## src/rtl/mask_pkg.sv

```systemverilog
package mask_pkg;
  typedef enum logic [1:0] {
    MSEL_NONE = 2'b00,
    MSEL_M1   = 2'b01,
    MSEL_M2   = 2'b10,
    MSEL_RSVD = 2'b11
  } msel_e;
endpackage

```

## src/rtl/mask_swap_bank.sv

```systemverilog
module mask_swap_bank #(
  parameter int W = 16
) (
  input  logic         clk,
  input  logic         rst,
  input  logic         ld,
  input  logic         swap,
  input  logic [W-1:0] data,
  output logic [W-1:0] fg_nxt
);
  logic [W-1:0] fg_q, bg_q, bg_nxt;

  // load wins over swap; swap exchanges the two copies
  always_comb begin
    fg_nxt = fg_q;
    bg_nxt = bg_q;
    if (ld) begin
      fg_nxt = data;
    end else if (swap) begin
      fg_nxt = bg_q;
      bg_nxt = fg_q;
    end
  end

  always_ff @(posedge clk) begin
    if (rst) begin
      fg_q <= '0;
      bg_q <= '0;
    end else begin
      fg_q <= fg_nxt;
      bg_q <= bg_nxt;
    end
  end
endmodule

```

## src/rtl/mask_shift_reg.sv

```systemverilog
module mask_shift_reg #(
  parameter int W = 16
) (
  input  logic         clk,
  input  logic         rst,
  input  logic         ld,
  input  logic         shl,
  input  logic         shr,
  input  logic [W-1:0] data,
  output logic [W-1:0] q_nxt
);
  logic [W-1:0] q;
  logic [W-1:0] up, dn;

  // per-bit neighbour selection, zero fill at both ends
  for (genvar i = 0; i < W; i++) begin : g_bit
    if (i == 0) begin : g_lsb
      assign up[i] = 1'b0;
    end else begin : g_up
      assign up[i] = q[i-1];
    end
    if (i == W-1) begin : g_msb
      assign dn[i] = 1'b0;
    end else begin : g_dn
      assign dn[i] = q[i+1];
    end
  end

  always_comb begin
    q_nxt = q;
    if (ld)              q_nxt = data;
    else if (shl && !shr) q_nxt = up;
    else if (shr && !shl) q_nxt = dn;
  end

  always_ff @(posedge clk) begin
    if (rst) q <= '0;
    else     q <= q_nxt;
  end
endmodule

```

## src/rtl/mask_out_sel.sv

```systemverilog
module mask_out_sel
  import mask_pkg::*;
#(
  parameter int W = 16
) (
  input  logic         clk,
  input  logic         rst,
  input  logic [1:0]   sel,
  input  logic [W-1:0] m1,
  input  logic [W-1:0] m2,
  output logic [W-1:0] mask_q
);
  logic [W-1:0] pick;

  always_comb begin
    unique case (msel_e'(sel))
      MSEL_M1: pick = m1;
      MSEL_M2: pick = m2;
      default: pick = '0;
    endcase
  end

  always_ff @(posedge clk) begin
    if (rst) mask_q <= '0;
    else     mask_q <= pick;
  end
endmodule

```

## src/rtl/mask_pair_unit.sv

```systemverilog
module mask_pair_unit #(
  parameter int DATA_W = 16
) (
  input  logic              clk,
  input  logic              rst,
  input  logic [DATA_W-1:0] ld_data,
  input  logic              ld_m1,
  input  logic              swap_m1,
  input  logic              ld_m2,
  input  logic              shl_m2,
  input  logic              shr_m2,
  input  logic [1:0]        sel,
  output logic [DATA_W-1:0] mask_out
);
  logic [DATA_W-1:0] m1_nxt, m2_nxt;

  mask_swap_bank #(.W(DATA_W)) u_m1 (
    .clk(clk), .rst(rst), .ld(ld_m1), .swap(swap_m1),
    .data(ld_data), .fg_nxt(m1_nxt)
  );

  mask_shift_reg #(.W(DATA_W)) u_m2 (
    .clk(clk), .rst(rst), .ld(ld_m2), .shl(shl_m2), .shr(shr_m2),
    .data(ld_data), .q_nxt(m2_nxt)
  );

  mask_out_sel #(.W(DATA_W)) u_sel (
    .clk(clk), .rst(rst), .sel(sel), .m1(m1_nxt), .m2(m2_nxt),
    .mask_q(mask_out)
  );
endmodule

```

## config.mk

```make
export PLATFORM = sky130hd
export DESIGN_NAME = mask_pair_unit
export DESIGN_NICKNAME = d
export VERILOG_FILES = /design/src/rtl/mask_pkg.sv /design/src/rtl/mask_swap_bank.sv /design/src/rtl/mask_shift_reg.sv /design/src/rtl/mask_out_sel.sv /design/src/rtl/mask_pair_unit.sv
export SDC_FILE = /design/constraint.sdc
export NUM_CORES = 1
export LEC_CHECK = 0
export ABC_AREA = 1
export BUFFER_PORTS_ARGS = -buffer_cell sky130_fd_sc_hd__buf_2
export CAP_MARGIN = 30
export CELL_PAD_IN_SITES_DETAIL_PLACEMENT = 1
export CELL_PAD_IN_SITES_GLOBAL_PLACEMENT = 1
export CORE_MARGIN = 8
export CORE_UTILIZATION = 35
export DETAILED_ROUTE_END_ITERATION = 16
export PLACE_DENSITY = 0.68
export SLEW_MARGIN = 0
export SYNTH_ARGS = -nofsm -noshare
export SYNTH_HDL_FRONTEND = slang
export SYNTH_SLANG_ARGS = --single-unit
```

## constraint.sdc

```tcl
create_clock -name clk -period 1.4 [get_ports clk]
set_input_delay 0 -clock clk [delete_from_list [all_inputs] [get_ports clk]]
set_output_delay 0 -clock clk [all_outputs]
set_load 0.03 [all_outputs]
```

==> impl_summary.log, run 1 <==
INFO  metric critPathKind = register to register
INFO  metric hold_path_end = u_m2.q[0]$_SDFF_PP0_
INFO  metric dr_drc_count = 0
INFO  metric postSynthCellCount = 438
INFO  metric report.final.slew_viol_count = 0
INFO  metric holdPathStages = 3
INFO  metric cts_resized = 0
INFO  metric design.final.nets = 513
INFO  metric drt-wirelength-per-cell = 15.7 µm
INFO  metric n_fill_cell = 1,099
INFO  metric place.port_buffers = 40
INFO  metric sequential_to_total_area_share_from_yosys_stat = 42.7%
INFO  metric design.die.area = 11,800 µm²
INFO  metric globalRouteTotalUtil = 16.9%
INFO  metric worst_path_max_delay_cell = dfxtp_1
INFO  metric dr_vias = 2,961
INFO  metric setup_viol = 0
INFO  metric layoutNonFillerInstCount = 596
INFO  metric post_synth_edffs = 0
INFO  metric timing_hold_violations_final = 0
INFO  metric cp_endpoint_kind = register
INFO  metric multiInputGateArea = 1500 µm²
INFO  metric first_pass_iters = 4
INFO  metric fp.coreArea = 8260 µm²
INFO  metric clk_transition_reported_paths = 0.08 ns
INFO  metric worstReg2RegEnd = u_sel.mask_q[15]$_SDFF_PP0_
INFO  metric global_route_wire_length_before_repair = 15.6 mm
INFO  metric ctsRootBufferMaster = clkbuf_8
INFO  metric final.setup_skew = 0.0136 ns
INFO  metric worstPathBufferInverterCount = 0
INFO  metric startpoint_type = register
INFO  metric power-per-cell-area = 1150 nW/µm²
INFO  metric initial_antenna_violation_count = 0
INFO  metric synth.area.top_cells = dfxtp_1, nand2_1, a21oi_1
INFO  metric synth.cell_area = 3000 µm²
INFO  metric grt_pass1_vias = 2,997
INFO  metric min_path_type = input port to register
INFO  metric critical_path.reg2reg.startpoint = u_m2.q[14]$_SDFF_PP0_
INFO  metric fp-row-count = 33
INFO  metric num_io_pins = 41
INFO  metric die_y = 109 µm
INFO  metric postSynth.asyncResetShare = 0%
INFO  metric area_growth = 20.2%
INFO  metric post_synth_num_cell_types = 21
INFO  metric cts_buffer_depth = 2
INFO  metric yosys_warnings = 0
INFO  metric tightest_slew = 0.510 ns
INFO  metric clkLatencyLatePin = 0.35 ns
INFO  metric drtAntennaViolNets = 0
INFO  metric path_common_cell = nand2_1
INFO  metric grt_max_degree = 49
INFO  metric max_cap_violations = 0
INFO  metric ir_worst_vdd = 0.633 mV
INFO  metric reg_to_reg_setup_timing_slack = 0.39 ns
INFO  metric synthDominantAreaCellType = dfxtp_1
INFO  metric leakage = 1.59 nW
INFO  metric cts_tree = built
INFO  metric post_route_fraction_of_the_period_consumed_by_the_critical_path = 71.8%
INFO  metric synth.avg_cell_area = 6.85 µm²
INFO  metric crit_chain = or2_2 > nand2_1 > nand2_1 > nand3_1 > a21oi_1
INFO  metric source_of_the_worst_hold_timing_path = ld_m2
INFO  metric yosysMostFrequentCell = nand2_1
INFO  metric crit_path_max_incr_delay = 0.33 ns
INFO  metric number_of_drc_markers_after_the_initial_detailed_route_iteration = 115
INFO  metric synth.cells.most_frequent = nand2_1, dfxtp_1, a21oi_1
INFO  metric drive_above_1_share = 16.5%
INFO  metric tritoncts.num_buffers = 9
INFO  metric synth_ff_type = dfxtp_1
INFO  metric grt_overflow_total = 0
INFO  metric die_w = 109 µm
INFO  metric post-synth-top-area-fraction = 42.7%
INFO  metric grt_setup_unrepaired = no
INFO  metric hpwlAfterDp = 6.62 mm
INFO  metric synth-seq-cells = 64
INFO  metric tritoncts_num_sinks = 64
INFO  metric timing.critical_path.fanout_max = 3
INFO  metric finalSetupTns = 0 ns
INFO  metric diodes = 0
INFO  metric syn-num-nets = 465
INFO  metric ff_latch_area = 1280 µm²
INFO  metric worst-endpoint-required = 1.62 ns
INFO  metric drt_wl_total = 9.37 mm
INFO  metric power.total = 4.14 mW
INFO  metric cp.arrival = 1.23 ns
INFO  metric finalWeightedCongestion = 0.819
INFO  metric cell_family_with_most_cp_delay = simple AND/OR/NAND/NOR gates
INFO  metric rr_worst_depth = 5
INFO  metric normalized_max_slew_margin = 66.0%
INFO  metric cts-htree-levels = 3
INFO  metric place_inst = 564
INFO  metric status = complete, no violations
INFO  metric vias_per_cell = 4.97
INFO  metric layout_min_cycle_time = 1.01 ns
INFO  metric fmax = 995 MHz
INFO  metric initial_utilization = 36.3%
## stage by stage
step	utilization, %	hold slack [ns]	cell area (µm²)	setup WS, ns
2_1_floorplan	-	0.152	3000	0.282
3_3_place_gp	39.3	0.296	3250	0.264
3_5_place_dp	39.3	0.298	3250	0.232
4_1_cts	43.7	0.0597	3600	0.383
5_1_grt	43.7	0.0892	3600	0.319
6_report	43.7	0.0718	3600	0.395
## how the worst max path moves through the flow
stage | startpoint | end | slack [ns] | cells after the start
after floorplan | sel[0] | u_sel.mask_q[11]$_SDFF_PP0_ | 0.28 | 6
after global routing | u_m2.q[14]$_SDFF_PP0_ | u_sel.mask_q[15]$_SDFF_PP0_ | 0.32 | 5
after detailed placement | ld_m2 | u_sel.mask_q[15]$_SDFF_PP0_ | 0.23 | 6
final | u_m2.q[14]$_SDFF_PP0_ | u_sel.mask_q[15]$_SDFF_PP0_ | 0.39 | 5
after CTS | u_m2.q[14]$_SDFF_PP0_ | u_sel.mask_q[15]$_SDFF_PP0_ | 0.38 | 5
after global placement | ld_m2 | u_sel.mask_q[15]$_SDFF_PP0_ | 0.26 | 6
## sequential cells by signal, indices dropped and copies added (netlist names)
signal	count
u_sel.mask_q	16
u_m2.q	16
u_m1.bg_q	16
u_m1.fg_q	16
## layout make-up
type | count | area share (%)
clock buffer | 9 | 3.44
clock inverter | 7 | 2.01
inverter | 11 | 1.15
multi-input combinational | 333 | 41.6
sequential | 64 | 35.5
tap | 105 | 3.64
timing repair buffer | 67 | 12.6
## logic make-up after synthesis
| kind of cell | count (synthesis) | share of synthesized area [%] |
|---|---|---|
| and+or+nand+nor | 248 | 33.3 |
| adders and majority gates | 2 | 0.834 |
| AOI/OAI and AO/OA | 83 | 15.8 |
| DFF | 64 | 42.7 |
| buffers and inverters | 41 | 7.30 |
## worst register-to-register path: stages, from the launching register on
cell	delay, ns
dfxtp_1	0.33
or2_2	0.27
nand2_1	0.06
nand2_1	0.07
nand3_1	0.09
a21oi_1	0.07
## placed cells by master, fill, tap and decap left out, types with 3 or more instances in the layout
| cell | n |
|---|---|
| o21ai_0 | 19 |
| o211ai_1 | 16 |
| nor2_1 | 17 |
| clkbuf_8 | 9 |
| nand2_1 | 190 |
| nand3_1 | 35 |
| or2_2 | 3 |
| a21oi_1 | 45 |
| dfxtp_1 | 64 |
| dlygate4sd3_1 | 16 |
| buf_4 | 10 |
| inv_2 | 5 |
| inv_1 | 6 |
| buf_2 | 40 |
## per-layer routing
layer  part of all wire (%)  vias to the layer above  track usage [%]
met1                     49                     1395             21.9
met3                    3.0                       12             3.39
met5                      0                        -                0
li1                       -                     1517                -
met2                     47                       37             27.3
met4                    1.1                        0             5.57
## report_power, final
group / switching (mW) / internal [mW] / total [mW]
clock: 0.775 / 0.820 / 1.60
sequential: 0.0445 / 1.90 / 1.95
combinational: 0.387 / 0.208 / 0.595
## repair_timing
| action | in CTS | in global routing |
|---|---|---|
| hold endpoints to repair | 17 | 0 |
| hold buffers | 16 | 0 |
| buffers inserted | 0 | 0 |
Note: power is estimated with default switching activity, not from simulation.
==> inputs of run 2 (changes only) <==
==> constraint.sdc (replaced) <==
create_clock -name clk -period 0.93 [get_ports clk]
set_input_delay 0 -clock clk [delete_from_list [all_inputs] [get_ports clk]]
set_output_delay 0 -clock clk [all_outputs]
set_load 0.03 [all_outputs]
==> run 2 against run 1 <==
The run now ends with setup timing left. Combinational power grew 83%. Final cell count grew 3.4%. Non-clock buffer count grew 20. Clock power grew 69%. Critical endpoint is now u_sel.mask_q[2]$_SDFF_PP0_. Largest cell class unchanged. Highest routed layer unchanged.
==> impl_summary.log, run 2 (synthesis gave the netlist of run 1 again) <==
INFO  metric reg_to_reg_setup_timing_slack = -0.03 ns
INFO  metric hpwlAfterDp = 6.87 mm
INFO  metric grt.busiest_layer = met2
INFO  metric tritoncts_num_sinks = 64
INFO  metric timing_hold_violations_final = 0
INFO  metric finalWeightedCongestion = 0.789
INFO  metric post_route_fraction_of_the_period_consumed_by_the_critical_path = 103%
INFO  metric layout_min_cycle_time = 0.957 ns
INFO  metric cts-htree-levels = 3
INFO  metric design.final.nets = 533
INFO  metric clkLatencyLatePin = 0.35 ns
INFO  metric timing.critical_path.fanout_max = 3
INFO  metric grt_overflow_total = 0
INFO  metric cts_tree = built
INFO  metric die_w = 109 µm
INFO  metric initial_utilization = 36.3%
INFO  metric mostFrequentLayoutCells = nand2_1, dfxtp_1, buf_2
INFO  metric setup_slack = -0.0274 ns
INFO  metric diodes = 0
INFO  metric max_cap_violations = 0
INFO  metric min_path_type = input port to register
INFO  metric grt_max_degree = 49
INFO  metric die_y = 109 µm
INFO  metric number_of_drc_markers_after_the_initial_detailed_route_iteration = 127
INFO  metric power.total = 6.74 mW
INFO  metric finalSetupTns = -0.0505 ns
INFO  metric status = complete, but fails checks
INFO  metric vias_per_cell = 4.99
INFO  metric grt_pass1_vias = 3,209
INFO  metric drt_wl_total = 9.92 mm
INFO  metric cts_buffer_depth = 2
INFO  metric dr_vias = 3,075
INFO  metric first_pass_iters = 4
INFO  metric grt_setup_unrepaired = yes
INFO  metric drtAntennaViolNets = 0
INFO  metric tritoncts.num_buffers = 9
INFO  metric dr_drc_count = 0
INFO  metric report.final.slew_viol_count = 0
INFO  metric num_io_pins = 41
INFO  metric power-per-cell-area = 1680 nW/µm²
INFO  metric cp_endpoint_kind = register
INFO  metric final.setup_skew = 0.0104 ns
INFO  metric worst-endpoint-required = 1.21 ns
INFO  metric fp.coreArea = 8260 µm²
INFO  metric initial_antenna_violation_count = 0
INFO  metric layoutNonFillerInstCount = 616
INFO  metric ir_worst_vdd = 0.659 mV
INFO  metric layout.core_utilization = 48.5%
INFO  metric normalized_max_slew_margin = 79.8%
INFO  metric grt.met2_usage = 27.8%
INFO  metric critPathKind = register to register
INFO  metric place_inst = 581
INFO  metric placed_area = 3520 µm²
INFO  metric globalRouteMet1Util = 23.0%
INFO  metric drive_above_1_share = 26.8%
INFO  metric place.port_buffers = 40
INFO  metric drt-wirelength-per-cell = 16.1 µm
INFO  metric globalRouteTotalUtil = 17.6%
INFO  metric violations = setup timing
INFO  metric grtUsageMet3 = 2.74%
INFO  metric ff_latch_area = 1300 µm²
INFO  metric clk_transition_reported_paths = 0.07 ns
INFO  metric fmax = 1040 MHz
INFO  metric setup_viol = 2
INFO  metric final_common_cell = nand2_1
INFO  metric cp.arrival = 1.24 ns
INFO  metric area_growth = 33.6%
INFO  metric startpoint_type = register
INFO  metric tightest_slew = 0.302 ns
INFO  metric ctsRootBufferMaster = clkbuf_8
INFO  metric design.die.area = 11,800 µm²
INFO  metric finish.instance_area = 4010 µm²
INFO  metric global_route_wire_length_before_repair = 16.2 mm
INFO  metric leakage = 1.76 nW
INFO  metric fp-row-count = 33
INFO  metric n_fill_cell = 1,054
INFO  metric multiInputGateArea = 1580 µm²
[run 2: cell types whose count changed in the layout (fill, tap and decap cells not counted), sizes merged]
cell | before | now
clkinvlp | 2 | 1
bufinv | 1 | 2
clkbuf | 9 | 10
clkinv | 4 | 3
buf | 51 | 71
[run 2: metrics by stage]
step / setup slack, ns / hold slack, ns
after detailed placement: -0.0638 / 0.302
after CTS: 0.00390 / 0.105
final: -0.0274 / 0.113
after global routing: -0.0804 / 0.122
after global placement: -0.0428 / 0.297
after floorplan: 0.00253 / 0.152
[run 2: timing repair]
item,4_1_cts,5_1_grt
gates cloned,0,0
hold endpoints to repair,17,0
pin swaps,2,14
setup buffers,1,2
resized for setup,8,27
setup endpoints to repair,3,19
hold buffers,16,0
[run 2: report_power, final]
group	internal [mW]	leakage, nW	switching, mW
clock network	1.57	0.112	1.14
logic	0.444	1.12	0.645
registers	2.87	0.530	0.0709
[run 2: final cells by class]
class                           instances  share of cell area, %
Multi-Input combinational cell        333                   39.4
Sequential cell                        64                   32.5
Timing Repair Buffer                   87                   18.3
Clock buffer                           10                   3.43
Tap cell                              105                   3.28
Clock inverter                          6                   2.06
Inverter                               11                   1.03
[run 2: metal layers]
layer | vias to the layer above | part of all wire, %
li1 | 1556 | -
met5 | - | 0
met2 | 53 | 47
met3 | 17 | 3.6
met1 | 1449 | 48
met4 | 0 | 2.1
[run 2: worst max-delay path, stage by stage, from the launching register on]
cell	delay, ns
dfxtp_1	0.32
inv_1	0.06
o21ai_0	0.14
nand2_1	0.11
nand2_1	0.08
nand2_1	0.07
a21oi_2	0.13
[run 2: final timing paths]
check,cells past startpoint,start,endpoint
worst max register to register,6,u_m2.q[1]$_SDFF_PP0_,u_sel.mask_q[2]$_SDFF_PP0_
worst min-delay path,3,rst,u_m1.fg_q[3]$_SDFF_PP0_
worst min register to register,2,u_m1.bg_q[9]$_SDFFE_PP0P_,u_m1.bg_q[9]$_SDFFE_PP0P_
worst max-delay path,6,u_m2.q[1]$_SDFF_PP0_,u_sel.mask_q[2]$_SDFF_PP0_
==> inputs of run 3 (changes only) <==
--- a/config.mk
+++ b/config.mk
@@ -5,7 +5,6 @@
 export SDC_FILE = /design/constraint.sdc
 export NUM_CORES = 1
 export LEC_CHECK = 0
-export ABC_AREA = 1
 export BUFFER_PORTS_ARGS = -buffer_cell sky130_fd_sc_hd__buf_2
 export CAP_MARGIN = 30
 export CELL_PAD_IN_SITES_DETAIL_PLACEMENT = 1
@@ -13,7 +12,7 @@
 export CORE_MARGIN = 8
 export CORE_UTILIZATION = 35
 export DETAILED_ROUTE_END_ITERATION = 16
-export PLACE_DENSITY = 0.68
+export PLACE_DENSITY = 0.62
 export SLEW_MARGIN = 0
 export SYNTH_ARGS = -nofsm -noshare
 export SYNTH_HDL_FRONTEND = slang
==> run 3 against run 2 <==
The run still ends with setup timing left. Flip-flop and latch count is the same. Power grew 9.8%. Hold slack gained 0.013 ns. Worst setup slack lost 0.11 ns. Final area grew 17%. Utilization grew 3.4 points. Area after synthesis grew 6.5%. First-iteration DRC count shrank 24%. Fmax shrank 11%.
==> impl_summary.log, run 3 <==
INFO  metric postSynthCellCount = 296
INFO  metric post_synth_edffs = 0
INFO  metric worst-endpoint-required = 1.15 ns
INFO  metric initial_antenna_violation_count = 0
INFO  metric number_of_drc_markers_after_the_initial_detailed_route_iteration = 96
INFO  metric post_route_fraction_of_the_period_consumed_by_the_critical_path = 115%
INFO  metric worst_path_max_delay_cell = dfxtp_2
INFO  metric mostFrequentLayoutCells = buf_2, dfxtp_1, nand2_1
INFO  metric globalRouteTotalUtil = 15.6%
INFO  metric cell_family_with_most_cp_delay = flip-flops
INFO  metric finalWeightedCongestion = 0.778
INFO  metric grt_max_degree = 49
INFO  metric timing_hold_violations_final = 0
INFO  metric rr_worst_depth = 3
INFO  metric hold_ws = 0.127 ns
INFO  metric startpoint_type = register
INFO  metric first_pass_iters = 4
INFO  metric post-synth-top-area-fraction = 40.1%
INFO  metric diodes = 0
INFO  metric drt-wirelength-per-cell = 18.8 µm
INFO  metric sequential_to_total_area_share_from_yosys_stat = 40.1%
INFO  metric synth.cells.most_frequent = dfxtp_1, nand2_1, mux2i_1
INFO  metric yosys_warnings = 0
INFO  metric die_y = 112 µm
INFO  metric setup_slack = -0.140 ns
INFO  metric design.final.nets = 408
INFO  metric vias_per_cell = 5.21
INFO  metric ir_worst_vdd = 0.806 mV
INFO  metric num_io_pins = 41
INFO  metric worstPathBufferInverterCount = 0
INFO  metric grt.met2_usage = 28.2%
INFO  metric post_synth_num_cell_types = 31
INFO  metric normalized_max_slew_margin = 78.0%
INFO  metric critical_path.reg2reg.startpoint = u_m2.q[14]$_SDFF_PP0_
INFO  metric area_growth = 47.2%
INFO  metric final.setup_skew = 0.0115 ns
INFO  metric worstReg2RegEnd = u_sel.mask_q[15]$_SDFF_PP0_
INFO  metric clkLatencyLatePin = 0.34 ns
INFO  metric grt.busiest_layer = met2
INFO  metric source_of_the_worst_hold_timing_path = rst
INFO  metric postSynth.asyncResetShare = 0%
INFO  metric synth.area.top_cells = dfxtp_1, mux2i_1, a2111oi_4
INFO  metric cts-htree-levels = 3
INFO  metric status = complete, but fails checks
INFO  metric synth_ff_type = dfxtp_1
INFO  metric cp_endpoint_kind = register
INFO  metric layout_min_cycle_time = 1.07 ns
INFO  metric synthDominantAreaCellType = dfxtp_1
INFO  metric crit_path_max_incr_delay = 0.35 ns
INFO  metric power.total = 7.41 mW
INFO  metric crit_chain = mux2_2 > a211oi_2 > o32ai_1
INFO  metric max_cap_violations = 0
INFO  metric die_w = 112 µm
INFO  metric place_inst = 463
INFO  metric grt_overflow_total = 0
INFO  metric synth.avg_cell_area = 10.8 µm²
INFO  metric n_fill_cell = 942
INFO  metric tritoncts.num_buffers = 9
INFO  metric place.port_buffers = 40
INFO  metric global_route_wire_length_before_repair = 15.6 mm
INFO  metric globalRouteMet1Util = 17.4%
INFO  metric min_path_type = input port to register
INFO  metric ctsRootBufferMaster = clkbuf_8
INFO  metric violations = setup timing
INFO  metric drive_above_1_share = 53.9%
INFO  metric grt_pass1_vias = 2,975
INFO  metric hold_path_end = u_m1.fg_q[0]$_SDFF_PP0_
INFO  metric grtUsageMet3 = 3.35%
INFO  metric grt_setup_unrepaired = yes
INFO  metric holdPathStages = 3
INFO  metric cts_buffer_depth = 2
INFO  metric synth.cell_area = 3200 µm²
INFO  metric dr_drc_count = 0
INFO  metric dr_vias = 2,590
INFO  metric syn-num-nets = 323
INFO  metric cts_tree = built
INFO  metric reg_to_reg_setup_timing_slack = -0.14 ns
INFO  metric tritoncts_num_sinks = 64
INFO  metric drtAntennaViolNets = 0
INFO  metric layoutNonFillerInstCount = 497
INFO  metric report.final.slew_viol_count = 0
INFO  metric design.die.area = 12,400 µm²
INFO  metric tightest_slew = 0.330 ns
INFO  metric synth-seq-cells = 64
INFO  metric yosysMostFrequentCell = dfxtp_1
INFO  metric fp.coreArea = 9060 µm²
INFO  metric cp.arrival = 1.29 ns
INFO  metric final_common_cell = buf_2
INFO  metric initial_utilization = 35.3%
INFO  metric hpwlAfterDp = 6.29 mm
INFO  metric clk_transition_reported_paths = 0.07 ns
INFO  metric setup_viol = 42
INFO  metric fp-row-count = 35
INFO  metric fmax = 934 MHz
INFO  metric critPathKind = register to register
INFO  metric drt_wl_total = 9.35 mm
INFO  metric leakage = 1.87 nW
INFO  metric timing.critical_path.fanout_max = 3
INFO  metric power-per-cell-area = 1570 nW/µm²
==> run 3: cells by family (layout without fill, tap and decap cells) <==
| logic type | count (synthesis) | after routing | share of synthesized area [%] |
|---|---|---|---|
| adder cells (fa/ha/maj) | 2 | 2 | 0.783 |
| AO/OA/AOI/OAI | 63 | 63 | 23.2 |
| buffers and inverters | 30 | 120 | 5.68 |
| flip-flops | 64 | 64 | 40.1 |
| multiplexers | 48 | 48 | 15.7 |
| AND/OR/NAND/NOR | 89 | 89 | 14.5 |
==> run 3: cell type report <==
cell class	count	area, µm²	share of cell area (%)
clock buffer	9	124	2.63
inverter	2	7.51	0.160
timing repair buffer	102	886	18.8
clock inverter	7	120	2.55
tap	111	139	2.95
multi-input combinational	202	2100	44.7
sequential	64	1320	28.1
==> run 3: timing repair <==
item	4_1_cts	5_1_grt
hold buffers	16	0
pin swaps	40	12
setup endpoints to repair	46	48
gates resized for setup	74	20
setup buffers	1	2
endpoints found under the hold margin	24	0
==> run 3: worst max path at each step <==
stage	slack, ns	start	depth (start not counted)	end
detailed placement	-0.39	sel[0]	7	u_sel.mask_q[3]$_SDFF_PP0_
global route	-0.18	u_m2.q[15]$_SDFF_PP0_	3	u_sel.mask_q[14]$_SDFF_PP0_
finish	-0.14	u_m2.q[14]$_SDFF_PP0_	3	u_sel.mask_q[15]$_SDFF_PP0_
CTS	-0.14	u_m2.q[14]$_SDFF_PP0_	3	u_sel.mask_q[15]$_SDFF_PP0_
global placement	-0.25	sel[0]	7	u_sel.mask_q[15]$_SDFF_PP0_
floorplan	-0.16	u_m2.q[11]$_SDFF_PP0_	3	u_sel.mask_q[10]$_SDFF_PP0_
==> run 3: per-stage QoR <==
stage / util [%] / worst slack [ns] / setup TNS, ns / cell area (µm²)
6_report: 51.9 / -0.140 / -2.21 / 4700
5_1_grt: 51.9 / -0.183 / -4.09 / 4700
4_1_cts: 50.8 / -0.140 / -2.38 / 4600
3_5_place_dp: 42.9 / -0.388 / -9.12 / 3890
3_3_place_gp: 42.9 / -0.246 / -7.24 / 3890
2_1_floorplan: - / -0.158 / -3.16 / 3300
==> run 3: per-layer routing <==
metal	vias to the layer above	routed length, µm
met1	1286	4110
li1	1254	-
met4	0	128
met2	39	4840
met3	11	272
met5	-	0
==> run 3: worst register-to-register path: cells and delay by family (launching register included) <==
family | cells | cell delay (ns)
multiplexers | 1 | 0.27
AO/OA/AOI/OAI | 2 | 0.34
flip-flops | 1 | 0.35
==> run 3: power by group <==
group / internal [mW] / switching (mW) / leakage [nW]
Combinational: 0.763 / 0.726 / 1.22
Sequential: 2.89 / 0.0913 / 0.535
Clock: 1.78 / 1.15 / 0.119
